[src/rtl/dock_ring_pkg.sv]
package dock_ring_pkg;
  localparam int unsigned INSTR_W = 26;
  localparam int unsigned CNT_W   = 7;
  localparam int unsigned RQ_POS  = 18;
  localparam logic [CNT_W-1:0] CNT_FOREVER = '1;

  typedef enum logic [2:0] {
    K_NORMAL,
    K_LITERAL,
    K_CLOG,
    K_UNCLOG,
    K_KILL,
    K_RESERVED
  } kind_e;
endpackage

[src/rtl/dock_ring_decode.sv]
module dock_ring_decode
  import dock_ring_pkg::*;
(
  input  logic [INSTR_W-1:0] instr,
  output kind_e              kind
);
  always_comb begin
    if (instr[25]) begin
      kind = K_NORMAL;
    end else if (instr[24]) begin
      kind = K_LITERAL;
    end else begin
      case (instr[23:21])
        3'b101:  kind = K_KILL;
        3'b100:  kind = K_CLOG;
        3'b010:  kind = K_UNCLOG;
        default: kind = K_RESERVED;
      endcase
    end
  end
endmodule

[src/rtl/dock_ring_count.sv]
module dock_ring_count
  import dock_ring_pkg::*;
(
  input  logic [INSTR_W-1:0] instr,
  input  kind_e              kind,
  output logic               discard,
  output logic               requeue,
  output logic [INSTR_W-1:0] next_instr
);
  logic [CNT_W-1:0] cnt;
  logic [CNT_W-1:0] cnt_next;

  always_comb begin
    cnt      = instr[CNT_W-1:0];
    discard  = (cnt == '0);
    requeue  = !discard && ((kind == K_LITERAL) || ((kind == K_NORMAL) && instr[RQ_POS]));
    cnt_next = (cnt == CNT_FOREVER) ? cnt : cnt - 1'b1;
    next_instr = {instr[INSTR_W-1:CNT_W], cnt_next};
  end
endmodule

[src/rtl/dock_ring_store.sv]
module dock_ring_store #(
  parameter  int unsigned DEPTH = 8,
  parameter  int unsigned W     = 26,
  localparam int unsigned OW    = $clog2(DEPTH + 1)
) (
  input  logic          clk,
  input  logic          rst_n,
  input  logic          pop,
  input  logic          wr_rq,
  input  logic [W-1:0]  rq_data,
  input  logic          wr_in,
  input  logic [W-1:0]  in_data,
  input  logic          wr_head,
  input  logic [W-1:0]  head_new,
  output logic [W-1:0]  head_data,
  output logic [OW-1:0] occ,
  output logic          full,
  output logic          empty
);
  localparam int unsigned PW = (DEPTH > 1) ? $clog2(DEPTH) : 1;

  logic [PW-1:0] head_q, head_d;
  logic [PW-1:0] tail_q, tail_d;
  logic [OW-1:0] occ_q, occ_d;
  logic [PW-1:0] in_idx;
  logic          ptr_en;
  logic [DEPTH-1:0][W-1:0] slots;

  function automatic logic [PW-1:0] step(input logic [PW-1:0] p);
    return (p == PW'(DEPTH - 1)) ? '0 : p + 1'b1;
  endfunction

  always_comb begin
    in_idx = wr_rq ? step(tail_q) : tail_q;
    tail_d = tail_q;
    if (wr_rq) tail_d = step(tail_d);
    if (wr_in) tail_d = step(tail_d);
    head_d = pop ? step(head_q) : head_q;
    occ_d  = occ_q + OW'(wr_rq) + OW'(wr_in) - OW'(pop);
    ptr_en = pop | wr_rq | wr_in;
  end

  always_ff @(posedge clk or negedge rst_n) begin
    if (!rst_n) begin
      head_q <= '0;
      tail_q <= '0;
      occ_q  <= '0;
    end else if (ptr_en) begin
      head_q <= head_d;
      tail_q <= tail_d;
      occ_q  <= occ_d;
    end
  end

  for (genvar g = 0; g < DEPTH; g++) begin : g_slot
    logic [W-1:0] q;
    logic [W-1:0] d;
    logic         we;

    always_comb begin
      we = 1'b0;
      d  = q;
      if (wr_rq && (tail_q == PW'(g))) begin
        we = 1'b1;
        d  = rq_data;
      end else if (wr_in && (in_idx == PW'(g))) begin
        we = 1'b1;
        d  = in_data;
      end else if (wr_head && (head_q == PW'(g))) begin
        we = 1'b1;
        d  = head_new;
      end
    end

    always_ff @(posedge clk) begin
      if (we) q <= d;
    end

    assign slots[g] = q;
  end

  assign head_data = slots[head_q];
  assign occ       = occ_q;
  assign full      = (occ_q == OW'(DEPTH));
  assign empty     = (occ_q == '0);
endmodule

[src/rtl/dock_ring.sv]
module dock_ring
  import dock_ring_pkg::*;
#(
  parameter  int unsigned DEPTH = 8,
  localparam int unsigned OW    = $clog2(DEPTH + 1)
) (
  input  logic               clk,
  input  logic               rst_n,
  input  logic               in_valid,
  input  logic [INSTR_W-1:0] in_instr,
  output logic               in_ready,
  output logic               exec_valid,
  output logic [INSTR_W-1:0] exec_instr,
  input  logic               exec_done,
  output logic [OW-1:0]      occupancy,
  output logic               empty
);
  kind_e              in_kind;
  kind_e              head_kind;
  logic [INSTR_W-1:0] head_data;
  logic               full;
  logic               ring_empty;
  logic [OW-1:0]      occ;

  logic               discard;
  logic               requeue;
  logic [INSTR_W-1:0] next_instr;

  logic               kill_pend_q, kill_pend_d;
  logic [CNT_W-1:0]   kill_cnt_q,  kill_cnt_d;
  logic               unclog_pend_q, unclog_pend_d;
  logic               pend_en;

  logic in_stores, in_fire;
  logic head_clog, head_exec;
  logic unclog_hit, kill_hit, done;
  logic pop, wr_rq, wr_in, wr_head;

  dock_ring_decode u_dec_in   (.instr(in_instr),  .kind(in_kind));
  dock_ring_decode u_dec_head (.instr(head_data), .kind(head_kind));

  dock_ring_count u_count (
    .instr      (head_data),
    .kind       (head_kind),
    .discard    (discard),
    .requeue    (requeue),
    .next_instr (next_instr)
  );

  dock_ring_store #(.DEPTH(DEPTH), .W(INSTR_W)) u_store (
    .clk       (clk),
    .rst_n     (rst_n),
    .pop       (pop),
    .wr_rq     (wr_rq),
    .rq_data   (next_instr),
    .wr_in     (wr_in),
    .in_data   (in_instr),
    .wr_head   (wr_head),
    .head_new  (next_instr),
    .head_data (head_data),
    .occ       (occ),
    .full      (full),
    .empty     (ring_empty)
  );

  always_comb begin
    in_stores  = (in_kind == K_NORMAL) || (in_kind == K_LITERAL) || (in_kind == K_CLOG);
    in_ready   = !kill_pend_q && !unclog_pend_q && (!full || !in_stores);
    in_fire    = in_valid && in_ready;

    head_clog  = !ring_empty && (head_kind == K_CLOG);
    head_exec  = !ring_empty && ((head_kind == K_NORMAL) || (head_kind == K_LITERAL));
    exec_valid = head_exec && !kill_pend_q;

    unclog_hit = unclog_pend_q && head_clog;
    kill_hit   = kill_pend_q && head_exec;
    done       = exec_done && exec_valid;

    pop     = unclog_hit || kill_hit || (done && (discard || requeue));
    wr_rq   = done && requeue;
    wr_head = done && !discard && !requeue;
    wr_in   = in_fire && in_stores;
  end

  always_comb begin
    kill_pend_d   = kill_pend_q;
    kill_cnt_d    = kill_cnt_q;
    unclog_pend_d = unclog_pend_q;
    if (in_fire && (in_kind == K_KILL)) begin
      kill_pend_d = 1'b1;
      kill_cnt_d  = in_instr[CNT_W-1:0];
    end else if (kill_hit) begin
      if (kill_cnt_q == '0) kill_pend_d = 1'b0;
      else                  kill_cnt_d  = kill_cnt_q - 1'b1;
    end
    if (in_fire && (in_kind == K_UNCLOG)) unclog_pend_d = 1'b1;
    else if (unclog_hit)                  unclog_pend_d = 1'b0;
    pend_en = in_fire || kill_hit || unclog_hit;
  end

  always_ff @(posedge clk or negedge rst_n) begin
    if (!rst_n) begin
      kill_pend_q   <= 1'b0;
      kill_cnt_q    <= '0;
      unclog_pend_q <= 1'b0;
    end else if (pend_en) begin
      kill_pend_q   <= kill_pend_d;
      kill_cnt_q    <= kill_cnt_d;
      unclog_pend_q <= unclog_pend_d;
    end
  end

  assign exec_instr = head_data;
  assign occupancy  = occ;
  assign empty      = ring_empty;
endmodule

[config.mk]
export PLATFORM = sky130hd
export DESIGN_NAME = dock_ring
export DESIGN_NICKNAME = d
export VERILOG_FILES = /design/src/rtl/dock_ring_pkg.sv /design/src/rtl/dock_ring_decode.sv /design/src/rtl/dock_ring_count.sv /design/src/rtl/dock_ring_store.sv /design/src/rtl/dock_ring.sv
export SDC_FILE = /design/constraint.sdc
export NUM_CORES = 1
export LEC_CHECK = 0
export ABC_CLOCK_PERIOD_IN_PS = 4800
export CORE_UTILIZATION = 29
export DETAILED_ROUTE_END_ITERATION = 12
export DONT_BUFFER_PORTS = 1
export PLACE_DENSITY = 0.43
export SLEW_MARGIN = 20
export SYNTH_ARGS = -nofsm -noshare
export SYNTH_HDL_FRONTEND = slang
export SYNTH_SLANG_ARGS = --single-unit
export TNS_END_PERCENT = 10
[constraint.sdc]
create_clock -name clk -period 4.8 [get_ports clk]
set_input_delay 0.48 -clock clk [delete_from_list [all_inputs] [get_ports clk]]
set_output_delay 0.48 -clock clk [all_outputs]
set_load 0.03 [all_outputs]
==> flow_summary.yaml <==
run_status:
  status: "completed"
place:
  place_congestion: 0.769
  numPortBuffers: 0
  dp_hpwl_um: 23000
  dp.cells: 1347
  dpl_cell_area_sq_um: 13600
synthesis:
  ys_top_cells_by_area: "edfxtp_1 (50%), mux2_1 (17%), mux4_2 (9.4%)"
  synth_edf_count: 208
  syn_area_sq_um: 12500
  synthFlopType: "edfxtp_1"
  ys_ff_latch: 227
  yosys.cell_types.count: 56
  ys.warnings.count: 0
  synth_area_per_cell_sq_um: 15.7
  syn_inst: 794
  async_flop_share: 0.0837
  yosysSeqAreaShare: 0.539
  synth_top_cell_area_share: 0.501
  netlist_top_cells_count: "edfxtp_1 (208), mux2_1 (184), nand2_1 (59)"
  synth_most_common_cell: "edfxtp_1"
  synth.largest_area_cell: "edfxtp_1"
  synth.net_count: 854
timing:
  rsz0062_at_grt: "no"
  drv_slew: 0
  finClkSkew_ns: 0.0193
  hold_viol: 0
  hold-worst-slack_ns: 0.0795
  relSlewSlack: 0.339
  tightest_slew_ns: 0.985
  max_freq_mhz: 218
  setup_violations: 0
  fin_crit_ns: 4.59
  period_share: 0.956
clock_network:
  clock_path_buffers: 3
  cts_sinks: 227
  insertion_delay_ns: 0.56
  cts_setup_buffers: 0
  clkTransAtPathRegs_ns: 0.06
  htreeDepth: 1
  cts_root_buf: "clkbuf_16"
  cts_buffers: 27
  cts_tree: "yes"
global_route:
  gr-total-overflow: 0
  grt_use_total: 0.167
  grt_max_degree: 27
  grt_pass1_wl_um: 53500
  grt_pass1_vias: 7764
  antenna_found_initial: 1
critical_path:
  critPathSlowestCell: "dfrtp_1"
  cp_slowest_stage_delay_ns: 0.74
  worst-setup-path-type: "flip-flop to flip-flop"
  arrival_ns: 4.89
  cp_cell_sequence: "buf_4, mux4_2, mux2i_4, inv_2, mux2_2, o211ai_4, inv_2, mux2i_1, inv_1, ha_1, nand2_1, nor2_1, mux2i_4, buf_4, mux2_1"
  worstPathMaxFanout: 11
  critPathRequiredTime_ns: 5.10
  startpoint_type: "flip-flop"
  end_kind: "flip-flop"
  r2r_slack_ns: 0.21
die:
  start_util: 0.295
  ioPinCount: 63
  die-width_um: 209
  dieArea_sq_um: 43900
  core_area_sq_um: 42200
  std_cell_rows: 75
  die_h_um: 209
finish:
  area_growth_syn_to_layout_pct: 15.5
  nFillCells: 4021
  fin_area_sq_um: 14400
  drive_gt1_frac: 0.246
  final_nets: 898
  antenna_cells: 0
  instances_no_fill: 1390
  final_core_util: 0.341
route:
  dr_total_vias: 7070
  drc_errors: 0
  drt_iter0_drc: 449
  routed_wl_um: 36200
  via_per_inst: 5.09
  drt_pass1_iterations: 5
  wire_per_inst_um: 26.0
  antenna_left: 0
flow_run:
  max-cap-violations: 0
min_path:
  min_path_type: "input port to flip-flop"
[critical path, delay by kind of cell (launching register included)]
kind | cells | cell delay [ns]
muxes | 6 | 1.88
buffers and inverters | 5 | 1.00
DFF | 1 | 0.74
and+or+nand+nor | 2 | 0.39
adders and majority gates | 1 | 0.20
AOI/OAI and AO/OA | 1 | 0.10
[area by class of cell]
cell class	count	area (sq um)	share of cell area
clock buffers	40	734	0.0509
clock inverters	2	12.5	0.000868
inverters	32	120	0.00833
multi-input cells	493	5580	0.387
flip-flops and latches	227	6730	0.467
well taps	539	674	0.0468
repair buffers	57	572	0.0397
[path summary, 6_finish.rpt]
check                                        from                     end  depth (start not counted)
worst max-delay path            u_store.head_q[2]  u_store.g_slot[1].q[9]                         15
worst min-delay path                  in_instr[6]           kill_cnt_q[6]                          1
worst max register to register  u_store.head_q[2]  u_store.g_slot[1].q[9]                         15
worst min register to register      unclog_pend_q           unclog_pend_q                          1
max in group asynchronous                   rst_n       u_store.head_q[0]                          1
min in group asynchronous                   rst_n          u_store.occ[0]                          1
[cells by family (layout without fill, tap and decap cells)]
| logic type | after synthesis | count (layout) | share of synthesized area |
|---|---|---|---|
| AO/OA/AOI/OAI | 32 | 32 | 0.0223 |
| XOR/XNOR | 15 | 15 | 0.0105 |
| adder cells (fa/ha/maj) | 30 | 30 | 0.0313 |
| buffers and inverters | 74 | 131 | 0.0297 |
| flip-flops | 227 | 227 | 0.539 |
| multiplexers | 300 | 300 | 0.325 |
| AND/OR/NAND/NOR | 116 | 116 | 0.0429 |
[per-layer routing]
layer / track usage / up-vias / part of all wire / routed length, um
li1: - / 3183 / - / -
met1: 0.228 / 3733 / 0.47 / 16900
met2: 0.278 / 116 / 0.48 / 17300
met3: 0.0271 / 38 / 0.040 / 1440
met4: 0.0368 / 0 / 0.015 / 528
met5: 0 / - / 0 / 0
[registers in the layout, summed over array words and instances, names as in the netlist]
signal            flops
u_store.g_slot.q    208
kill_pend_q           1
unclog_pend_q         1
u_store.head_q        3
kill_cnt_q            7
u_store.tail_q        3
u_store.occ           4
[metrics by stage]
stage               worst slack (ns)  TNS, ns
global placement               0.224        0
CTS                            0.175        0
detailed placement             0.189        0
floorplan                   -0.00149   -0.155
finish                         0.212        0
global route                 0.00496        0
[cell usage in the layout, fill, tap and decap left out, drive strengths merged, types with 2 or more instances in the layout]
| cell type | count |
|---|---|
| mux2 | 224 |
| mux4 | 52 |
| dfrtp | 19 |
| nor4 | 4 |
| inv | 32 |
| xnor2 | 14 |
| clkinv | 2 |
| clkbuf | 40 |
| o21ai | 5 |
| and2 | 2 |
| ha | 28 |
| nand3b | 2 |
| nor2 | 18 |
| mux2i | 24 |
| nand3 | 11 |
| fa | 2 |
| nor3b | 4 |
| o211ai | 3 |
| nand2 | 59 |
| a21oi | 7 |
| o221ai | 7 |
| a211oi | 3 |
| and3 | 2 |
| nor3 | 2 |
| nand2b | 4 |
| edfxtp | 208 |
| or3b | 2 |
| buf | 56 |
[what timing repair did]
action                                  in CTS  in global routing
endpoints found under the hold margin       19                  0
endpoints found under the setup margin       0                  2
resized for setup                            0                  2
hold buffers                                 1                  0
Power is not shown: default switching activity piles up to over one toggle a cycle in this logic, so the estimate is an artifact.
